**src/rtl/tamper_pkg.sv**
```systemverilog
package tamper_pkg;

  localparam int NCH = 2;

  // bit 0 enable, bit 1 clear request, bit 2 normally-closed, bit 3 supply rail
  typedef struct packed {
    logic rail_vcc;
    logic norm_closed;
    logic clr_req;
    logic enable;
  } chan_cfg_t;

  function automatic logic [4:0] pulse_len(input logic [1:0] code);
    case (code)
      2'b00:   return 5'd1;
      2'b01:   return 5'd4;
      2'b10:   return 5'd8;
      default: return 5'd16;
    endcase
  endfunction

endpackage

```
**src/rtl/tamper_input_filter.sv**
```systemverilog
module tamper_input_filter #(
  parameter int DEB_CYC = 3
) (
  input  logic clk_i,
  input  logic rst_i,
  input  logic pin_i,
  output logic level_o
);

  logic [1:0]         sync_q;
  logic [DEB_CYC-1:0] hist_q;

  always_ff @(posedge clk_i) begin
    if (rst_i) begin
      sync_q  <= '0;
      hist_q  <= '0;
      level_o <= 1'b0;
    end else begin
      sync_q <= {sync_q[0], pin_i};
      hist_q <= {hist_q[DEB_CYC-2:0], sync_q[1]};
      if (&hist_q)       level_o <= 1'b1;
      else if (~|hist_q) level_o <= 1'b0;
    end
  end

  AST_DEB_RISE_STEADY: assert property (@(posedge clk_i) disable iff (rst_i)
    $rose(level_o) |-> ($past(sync_q[1], 2) && $past(sync_q[1], 3) && $past(sync_q[1], 4)));

endmodule

```
**src/rtl/tamper_pulse_timer.sv**
```systemverilog
module tamper_pulse_timer
  import tamper_pkg::*;
(
  input  logic       clk_i,
  input  logic       rst_i,
  input  logic       start_i,
  input  logic [1:0] width_i,
  input  logic       tick_i,
  output logic       active_o
);

  logic [4:0] cnt_q;

  always_ff @(posedge clk_i) begin
    if (rst_i) begin
      active_o <= 1'b0;
      cnt_q    <= '0;
    end else if (active_o) begin
      if (tick_i) begin
        cnt_q <= cnt_q - 5'd1;
        if (cnt_q == 5'd1) active_o <= 1'b0;
      end
    end else if (start_i) begin
      active_o <= 1'b1;
      cnt_q    <= pulse_len(width_i);
    end
  end

  AST_PULSE_HAS_CAUSE: assert property (@(posedge clk_i) disable iff (rst_i)
    $rose(active_o) |-> $past(start_i));
  AST_NO_RESTART: assert property (@(posedge clk_i) disable iff (rst_i)
    (active_o && start_i && !tick_i) |=> (cnt_q == $past(cnt_q)));
  AST_PULSE_COUNT_RANGE: assert property (@(posedge clk_i) disable iff (rst_i)
    active_o |-> (cnt_q != 5'd0 && cnt_q <= 5'd16));

endmodule

```
**src/rtl/tamper_wipe_ram.sv**
```systemverilog
module tamper_wipe_ram #(
  parameter int DEPTH  = 128,
  parameter int DATA_W = 8,
  localparam int AW    = $clog2(DEPTH)
) (
  input  logic              clk_i,
  input  logic              rst_i,
  input  logic              start_i,
  input  logic              host_we_i,
  input  logic [AW-1:0]     host_waddr_i,
  input  logic [DATA_W-1:0] host_wdata_i,
  input  logic [AW-1:0]     raddr_i,
  output logic [DATA_W-1:0] rdata_o,
  output logic              busy_o,
  output logic              finish_o
);

  logic [DATA_W-1:0] mem [DEPTH];
  logic [AW-1:0]     ptr_q;
  logic              we;
  logic [AW-1:0]     waddr;
  logic [DATA_W-1:0] wdata;

  always_ff @(posedge clk_i) begin
    if (rst_i) begin
      busy_o   <= 1'b0;
      ptr_q    <= '0;
      finish_o <= 1'b0;
    end else begin
      finish_o <= 1'b0;
      if (busy_o) begin
        ptr_q <= ptr_q + 1'b1;
        if (ptr_q == AW'(DEPTH - 1)) begin
          busy_o   <= 1'b0;
          finish_o <= 1'b1;
        end
      end else if (start_i) begin
        busy_o <= 1'b1;
        ptr_q  <= '0;
      end
    end
  end

  always_comb begin
    we    = busy_o | host_we_i;
    waddr = busy_o ? ptr_q : host_waddr_i;
    wdata = busy_o ? '0 : host_wdata_i;
  end

  always_ff @(posedge clk_i) begin
    if (we) mem[waddr] <= wdata;
    rdata_o <= mem[raddr_i];
  end

  AST_WIPE_STEP: assert property (@(posedge clk_i) disable iff (rst_i)
    (busy_o && $past(busy_o)) |-> (ptr_q == $past(ptr_q) + 1'b1));
  AST_WIPE_FINISH_AT_TOP: assert property (@(posedge clk_i) disable iff (rst_i)
    finish_o |-> (!busy_o && $past(ptr_q) == AW'(DEPTH - 1)));

endmodule

```
**src/rtl/tamper_guard.sv**
```systemverilog
module tamper_guard
  import tamper_pkg::*;
#(
  parameter int RAM_DEPTH = 128,
  parameter int DATA_W    = 8,
  parameter int TS_W      = 32,
  parameter int DEB_CYC   = 3,
  localparam int RAM_AW   = $clog2(RAM_DEPTH),
  localparam int HAW      = RAM_AW + 1
) (
  input  logic              clk_i,
  input  logic              rst_i,
  input  logic              sec_tick_i,
  input  logic [NCH-1:0]    tamper_i,
  input  logic              wr_en_i,
  input  logic              rd_en_i,
  input  logic [HAW-1:0]    addr_i,
  input  logic [DATA_W-1:0] wr_data_i,
  output logic [DATA_W-1:0] rd_data_o,
  output logic              rd_valid_o,
  output logic              clr_o
);

  localparam int TS_BYTES = TS_W / 8;
  localparam int REG_STAT = 2;
  localparam int REG_WID  = 3;
  localparam int REG_TS   = 4;

  chan_cfg_t         cfg_q [NCH];
  logic [1:0]        width_q;
  logic [NCH-1:0]    flag_q, filt, evt, new_evt;
  logic [TS_W-1:0]   ts_q [NCH];
  logic [TS_W-1:0]   sec_q;
  logic              done_q, start, wipe_busy, wipe_finish;
  logic              reg_sel, reg_wr, stat_wr;
  logic [RAM_AW-1:0] idx;
  logic [DATA_W-1:0] reg_rdata, ram_rdata, reg_rd_q;
  logic              rv1_q, is_ram_q, blank_q;

  for (genvar g = 0; g < NCH; g++) begin : g_chan
    tamper_input_filter #(.DEB_CYC(DEB_CYC)) u_filt (
      .clk_i(clk_i), .rst_i(rst_i), .pin_i(tamper_i[g]), .level_o(filt[g]));

    AST_FLAG_STICKY: assert property (@(posedge clk_i) disable iff (rst_i)
      (flag_q[g] && !(stat_wr && wr_data_i[g])) |=> (flag_q[g] && $stable(ts_q[g])));
  end

  always_comb begin
    reg_sel = addr_i[HAW-1];
    idx     = addr_i[RAM_AW-1:0];
    reg_wr  = wr_en_i & reg_sel;
    stat_wr = reg_wr & (idx == RAM_AW'(REG_STAT));
    start   = 1'b0;
    for (int i = 0; i < NCH; i++) begin
      evt[i]     = cfg_q[i].enable &
                   ((filt[i] ~^ cfg_q[i].rail_vcc) ^ cfg_q[i].norm_closed);
      new_evt[i] = evt[i] & ~flag_q[i];
      start      = start | (new_evt[i] & cfg_q[i].clr_req);
    end
  end

  always_ff @(posedge clk_i) begin
    if (rst_i) begin
      sec_q   <= '0;
      flag_q  <= '0;
      done_q  <= 1'b0;
      width_q <= '0;
      for (int i = 0; i < NCH; i++) begin
        cfg_q[i] <= '0;
        ts_q[i]  <= '0;
      end
    end else begin
      if (sec_tick_i) sec_q <= sec_q + 1'b1;
      for (int i = 0; i < NCH; i++) begin
        if (reg_wr && idx == RAM_AW'(i)) cfg_q[i] <= chan_cfg_t'(wr_data_i[3:0]);
        if (new_evt[i]) begin
          flag_q[i] <= 1'b1;
          ts_q[i]   <= sec_q;
        end else if (stat_wr && wr_data_i[i]) begin
          flag_q[i] <= 1'b0;
        end
      end
      if (reg_wr && idx == RAM_AW'(REG_WID)) width_q <= wr_data_i[1:0];
      if (wipe_finish)                       done_q <= 1'b1;
      else if (start)                        done_q <= 1'b0;
      else if (stat_wr && wr_data_i[NCH])    done_q <= 1'b0;
    end
  end

  tamper_wipe_ram #(.DEPTH(RAM_DEPTH), .DATA_W(DATA_W)) u_ram (
    .clk_i(clk_i), .rst_i(rst_i), .start_i(start),
    .host_we_i(wr_en_i & ~reg_sel), .host_waddr_i(idx), .host_wdata_i(wr_data_i),
    .raddr_i(idx), .rdata_o(ram_rdata), .busy_o(wipe_busy), .finish_o(wipe_finish));

  tamper_pulse_timer u_timer (
    .clk_i(clk_i), .rst_i(rst_i), .start_i(start), .width_i(width_q),
    .tick_i(sec_tick_i), .active_o(clr_o));

  always_comb begin
    reg_rdata = '0;
    if (idx < RAM_AW'(NCH))              reg_rdata = DATA_W'(cfg_q[idx[0]]);
    else if (idx == RAM_AW'(REG_STAT))   reg_rdata = DATA_W'({clr_o, wipe_busy, done_q, flag_q});
    else if (idx == RAM_AW'(REG_WID))    reg_rdata = DATA_W'(width_q);
    for (int c = 0; c < NCH; c++)
      for (int b = 0; b < TS_BYTES; b++)
        if (idx == RAM_AW'(REG_TS + c * TS_BYTES + b))
          reg_rdata = DATA_W'(ts_q[c][8*b +: 8]);
  end

  always_ff @(posedge clk_i) begin
    if (rst_i) begin
      rv1_q      <= 1'b0;
      is_ram_q   <= 1'b0;
      blank_q    <= 1'b0;
      reg_rd_q   <= '0;
      rd_valid_o <= 1'b0;
      rd_data_o  <= '0;
    end else begin
      rv1_q      <= rd_en_i;
      is_ram_q   <= ~reg_sel;
      blank_q    <= wipe_busy;
      reg_rd_q   <= reg_rdata;
      rd_valid_o <= rv1_q;
      rd_data_o  <= is_ram_q ? (blank_q ? '0 : ram_rdata) : reg_rd_q;
    end
  end

  AST_READ_LATENCY: assert property (@(posedge clk_i) disable iff (rst_i)
    $past(rd_en_i, 2) |-> rd_valid_o);
  AST_NO_CLEAR_WITHOUT_REQ: assert property (@(posedge clk_i) disable iff (rst_i)
    $rose(wipe_busy) |-> $past(|(new_evt & {cfg_q[1].clr_req, cfg_q[0].clr_req})));

endmodule

```
**config.mk**
```make
export PLATFORM = sky130hd
export DESIGN_NAME = tamper_guard
export DESIGN_NICKNAME = d
export VERILOG_FILES = /design/src/rtl/tamper_pkg.sv /design/src/rtl/tamper_input_filter.sv /design/src/rtl/tamper_pulse_timer.sv /design/src/rtl/tamper_wipe_ram.sv /design/src/rtl/tamper_guard.sv
export SDC_FILE = /design/constraint.sdc
export NUM_CORES = 1
export LEC_CHECK = 0
export BUFFER_PORTS_ARGS = -buffer_cell sky130_fd_sc_hd__buf_4
export CAP_MARGIN = 20
export CORE_ASPECT_RATIO = 1.2
export CORE_MARGIN = 3
export CORE_UTILIZATION = 63
export CTS_CLUSTER_DIAMETER = 50
export CTS_CLUSTER_SIZE = 16
export DETAILED_ROUTE_END_ITERATION = 6
export PLACE_DENSITY = 0.87
export RECOVER_POWER = 100
export SYNTH_ARGS = -nofsm -noshare
export SYNTH_HDL_FRONTEND = slang
export SYNTH_SLANG_ARGS = --single-unit
```
**constraint.sdc**
```tcl
create_clock -name clk_i -period 7.2 [get_ports clk_i]
set_input_delay 2.16 -clock clk_i [delete_from_list [all_inputs] [get_ports clk_i]]
set_output_delay 2.16 -clock clk_i [all_outputs]
set_load 0.05 [all_outputs]
```
=== Word level (Yosys, flattened, before mapping) ===
Memories as Yosys holds them, arrays and structs flattened. A register that Yosys moved wholly into a read port is not among the register bits.
Cells that the tools add are included.

* Add/subtract/negate cells: 3
* Order comparisons: 1
* Equal/unequal tests: 18
* Multiplexer cells: 59
* Bitwise gates (word level): 23
* Reductions and logical operators: 19

{| class="wikitable"
|+ Operators by type and width
! cell !! count
|-
| $mux W8 || 11
|-
| $mux W32 || 2
|-
| $mux W1 || 34
|-
| $add A32 B1 Y32 const B || 1
|-
| $eq A7 B3 Y1 const B || 4
|-
| $eq A7 B4 Y1 const B || 4
|-
| $mux W5 || 5
|-
| $mux W7 || 3
|-
| $pmux W5 S3 || 1
|-
| $eq A7 B2 Y1 const B || 2
|-
| $and A1 B1 Y1 || 9
|-
| $mux W4 || 2
|-
| $reduce_bool A2 Y1 || 4
|-
| $add A7 B1 Y7 const B || 1
|-
| $eq A7 B1 Y1 const B || 1
|-
| $eq A7 B7 Y1 const B || 1
|-
| $logic_not A7 Y1 || 1
|-
| $lt A7 B2 Y1 const B || 1
|-
| $logic_and A1 B1 Y1 || 6
|-
| $or A1 B1 Y1 || 6
|-
| $reduce_and A3 Y1 || 2
|-
| $reduce_or A3 Y1 || 2
|-
| $eq A5 B1 Y1 const B || 1
|-
| $sub A5 B1 Y5 const B || 1
|-
| 12 further kinds || 18
|}

* Register bits: 84
* Bits in writable memories: 1096
* Bits of input ports: 23
* Memories: 3

{| class="wikitable"
|+ Memory list
! memory !! depth !! bits a word !! read ports !! clocked after Yosys merged registers in !! write ports !! RTL line !! source
|-
| u_ram.mem || 128 || 8 || 1 || 1 || 1 || tamper_wipe_ram.sv:18 || <nowiki>logic [DATA_W-1:0] mem [DEPTH];</nowiki>
|-
| ts_q || 2 || 32 || 2 || 0 || 2 || tamper_guard.sv:32 || <nowiki>logic [TS_W-1:0] ts_q [NCH];</nowiki>
|-
| cfg_q || 2 || 4 || 3 || 0 || 2 || tamper_guard.sv:29 || <nowiki>chan_cfg_t cfg_q [NCH];</nowiki>
|}

=== Longest topological paths before layout ===
* Word-level depth: 12
* Depth in mapped cells: 11

=== Cells and area by module ===
Synthesis repeated with hierarchy kept, for this count alone.

* Cell total of the unflattened synthesis: 2278
* Area, all modules: 46657.2 sq um

{| class="wikitable"
|+ By module, submodules not included
! module !! instances !! cells an instance !! area each (sq um) !! seq. area each (sq um)
|-
| tamper_wipe_ram || 1 || 1716 || 40244.8 || 31089.8
|-
| tamper_guard || 1 || 490 || 5666.7 || 3303.2
|-
| tamper_pulse_timer || 1 || 44 || 375.4 || 120.1
|-
| tamper_input_filter || 2 || 14 || 185.2 || 120.1
|}

=== Worst setup path after synthesis ===
Ideal clock, no wire load.

* Path kind: input port to flip-flop
* From: input port wr_data_i[0]
* To: memory u_ram.mem[0][0], data pin
* Arrival: 5.273 ns
* Path slack: 1.102 ns
* Cell stages on the path: 1
* Path buffers: 0
* Path through: nor2b_1

* Word-level cells in the longest chain between the ends: 1

{| class="wikitable"
|+ Ends and longest elaborated chain
! what !! RTL line !! source
|-
| from (decl) || tamper_guard.sv:18 || <nowiki>input logic [DATA_W-1:0] wr_data_i,</nowiki>
|-
| $mux W8 || tamper_wipe_ram.sv:47 || <nowiki>wdata = busy_o ? '0 : host_wdata_i;</nowiki>
|-
| to (decl) || tamper_wipe_ram.sv:18 ||
|}

No other way between the ends.

==> impl_metrics.csv <==
group,metric,value,unit
sta,tns,0,ns
critical_path,r2r_cells,4,
yosys,synth_fa_ha_area_share,0.1075,%
route,vias,26182,
global_route,grtUsageMet1,39.95,%
yosys,synth_nets,2568,
critical_path,r2r_end,"u_ram.mem[27][5]$_DFFE_PP_",
route,post_drt_wl_per_cell,33.21,µm
global_route,grtUsageMet3,7.454,%
power,p_sw_share,22.16,%
critical_path,required,7.71,ns
cts,clk_pin_slew,0.07,ns
power,pwr-share-comb,6.5,%
sta,rsz0062_at_grt,"no",
final_layout,final_area,50140,µm²
sta,fmax,166.4,MHz
global_route,grt_pass1_vias,26005,
global_route,busiest_layer,"met2",
power,p_leak,15.90,nW
cts,clk_path_buf_depth,3,
placement,dp_hpwl,69.48,mm
yosys,synth_top_family_by_area,"multiplexers",
yosys,avgSynthCellArea,18.32,µm²
cts,cts_buffers,87,
critical_path,endpoint_kind,"register",
global_route,antenna_found_initial,3,
cts,clock_sinks,1188,
yosys,synth_edf_count,1096,
yosys,async_flop_share,0,%
sta,max-slew-margin-rel,-161.5,%
yosys,yosysUniqueCellTypes,60,
placement,gp_congestion,0.9510,
power,total_power,13.15,mW
route,ant_nets,0,
final_layout,post_route_cells_drive_above_1_share,14.85,%
power,irDropWorstVdd,165.9,µV
critical_path,reg2reg_slack,2.34,ns
global_route,overflow,0,
cts,cts_tree,"done",
final_layout,syn_to_final_growth,7.717,%
sta,drv_slew,866,
placement,port_buffers,32,
power,powerDensity,262.3,nW/µm²
sta,finalSetupViolCount,0,
final_layout,finalNetCount,2611,
floorplanning,num_rows,108,
power,p_sw,2.915,mW
critical_path,path_class,"in -> reg",
floorplanning,die-area,77200,µm²
floorplanning,core_area,72700,µm²
route,drt_first_iter_violations,4061,
route,finalWirelength,118.6,mm
power,pwr-share-seq,58.7,%
cts,clk_latency,0.66,ns
cts,cts-hold-fix-buffers,0,
run,maxCapViolations,14,
yosys,synth-seq-cells,1188,
route,drc,9,
route,vias_per_cell,7.334,
sta,worst_clock_skew,0.02497,ns
floorplanning,ioPinCount,33,
global_route,grt_use_total,31.08,%
power,pwr-share-clk,34.8,%
sta,worstMarginPinSlew,3.923,ns
yosys,yosys-mux-area-fraction,13.32,%
global_route,grt_use_met2,49.43,%
sta,min_period_over_period,83.49,%
route,first_pass_iters,7,
yosys,synth_simple_gate_area_share,4.857,%
critical_path,critPathLaunch,"addr_i[3]",
critical_path,cp_max_fo,56,
sta,period_minus_slack,6.011,ns
yosys,syn_area,46550,µm²
yosys,synth_compound_area_share,4.749,%
critical_path,worst_setup_path_start_kind,"input port",
global_route,grt_pass1_wl,174.6,mm
floorplanning,initial_utilization,64.03,%
final_layout,layout_commonest_cell,"edfxtp_1",
floorplanning,die_h,303.8,µm
status,violations,"design-rule violations, max-capacitance violations, max-slew violations",
yosys,synth_seq_area_share,74.66,%
floorplanning,chipWidth,254.1,µm
sta,hold_viol,0,
global_route,grt_start_max_net_pins,116,
power,p_int,10.24,mW
yosys,yosys_warnings,0,
cts,cts_setup_buffers,0,
yosys,synth_xor_area_share,0.6236,%
yosys,syn_inst,2541,
critical_path,r2r_start,"u_ram.busy_o$_SDFF_PP0_",
hold_path,hold_path_class,"reg -> reg",
critical_path,arrival,6.52,ns
cts,h-tree-depth,3,
status,status,"complete, but fails checks",
critical_path,crit_path_end,"u_ram.rdata_o[3]$_DFF_P_",
cts,cts_root_buf,"clkbuf_16",
cts,ctsResizeCount,0,
yosys,ys.flop_type,"edfxtp_1",
placement,dpl_cell_area,47810,µm²
final_layout,final_cell_mix,"edfxtp_1 (1096), nor2_1 (205), mux4_2 (194)",
[power groups by stage]
stage	Clock, mW	Sequential, mW	Combinational, mW
floorplan	0	7.86	0.503
global placement	0	7.84	0.793
detailed placement	0	7.85	0.828
CTS	4.57	7.70	0.844
global route	4.80	7.72	0.890
finish	4.57	7.72	0.861
[how the worst min path moves through the flow]
stage | startpoint | endpoint | slack [ns] | depth (start not counted)
floorplan | u_ram.finish_o$_SDFF_PP0_ | done_q$_SDFFE_PP0P_ | 0.41 | 2
global placement | g_chan[1].u_filt.sync_q[1]$_SDFF_PP0_ | g_chan[1].u_filt.hist_q[0]$_SDFF_PP0_ | 0.41 | 1
detailed placement | g_chan[1].u_filt.hist_q[2]$_SDFF_PP0_ | g_chan[1].u_filt.level_o$_SDFFE_PP0P_ | 0.43 | 2
CTS | g_chan[1].u_filt.hist_q[2]$_SDFF_PP0_ | g_chan[1].u_filt.level_o$_SDFFE_PP0P_ | 0.44 | 2
global route | g_chan[1].u_filt.sync_q[0]$_SDFF_PP0_ | g_chan[1].u_filt.sync_q[1]$_SDFF_PP0_ | 0.46 | 1
finish | g_chan[1].u_filt.hist_q[2]$_SDFF_PP0_ | g_chan[1].u_filt.level_o$_SDFFE_PP0P_ | 0.45 | 2
[Yosys cell counts (all sizes together) (10+ instances only)]
master / instances / share of area, %
a211oi: 21 / 0.34
a21oi: 80 / 0.86
a221oi: 10 / 0.19
a22o: 21 / 0.40
a22oi: 33 / 0.53
a31oi: 17 / 0.23
and2: 41 / 0.55
and3: 10 / 0.13
buf: 83 / 1.1
clkbuf: 56 / 0.45
dfxtp: 92 / 4.0
edfxtp: 1096 / 71
inv: 14 / 0.11
mux2: 26 / 0.63
mux2i: 125 / 2.7
mux4: 205 / 10
nand2: 87 / 0.70
nand3: 39 / 0.42
nand3b: 10 / 0.16
nand4: 11 / 0.15
nor2: 206 / 1.7
nor2b: 41 / 0.55
o21ai: 51 / 0.55
o221ai: 48 / 0.90
o22ai: 13 / 0.17
xnor2: 14 / 0.26
xor2: 14 / 0.26
[sequential cells by signal, indices dropped and copies added (netlist names), 2 cells and up]
register / cells
cfg_q: 8
flag_q: 2
g_chan.u_filt.hist_q: 6
g_chan.u_filt.level_o: 2
g_chan.u_filt.sync_q: 4
rd_data_o: 8
reg_rd_q: 8
sec_q: 32
ts_q: 64
u_ram.mem: 1024
u_ram.ptr_q: 7
u_ram.rdata_o: 8
u_timer.cnt_q: 5
width_q: 2
[cell type report]
| cell class | instances | area, µm² |
|---|---|---|
| clock inverters | 14 | 138.9 |
| diodes | 2 | 5.005 |
| well taps | 935 | 1170 |
| flip-flops and latches | 1188 | 34750 |
| repair buffers | 93 | 623.1 |
| multi-input cells | 1199 | 11040 |
| inverters | 15 | 56.30 |
| fillers | 4157 | 22560 |
| clock buffers | 124 | 2356 |
[per-stage QoR]
stage	setup WS [ns]	instances	hold WS, ns	utilization [%]
after floorplan	1.102	2541	0.4130	-
after global placement	1.571	3427	0.4145	65.76
after detailed placement	1.673	3428	0.4349	65.77
after CTS	2.334	3566	0.4434	69.20
after global routing	1.152	3568	0.4566	68.97
final	1.189	3570	0.4503	68.97
[layer usage]
layer,part of all wire (%),wire [µm]
met1,32,38260
met2,48,57260
met3,12,14640
met4,7.0,8358
met5,0.028,33
[critical path: stages]
cell      delay (ns)
clkbuf_2        1.06
nand3_1         1.17
clkbuf_1        0.74
o221ai_1        0.19
a211oi_1        0.45
a31oi_1         0.19
a22oi_1         0.38
nand3_1         0.16
[kinds of logic (layout without fill, tap and decap cells)]
kind of cell / Yosys count / in the layout
DFF: 1188 / 1188
and+or+nand+nor: 483 / 483
muxes: 356 / 356
AOI/OAI and AO/OA: 326 / 326
buffers and inverters: 154 / 246
xor gates and xnor gates: 30 / 30
adders and majority gates: 4 / 4
other: 0 / 2
No activity file was read; power rests on OpenSTA's default activity.
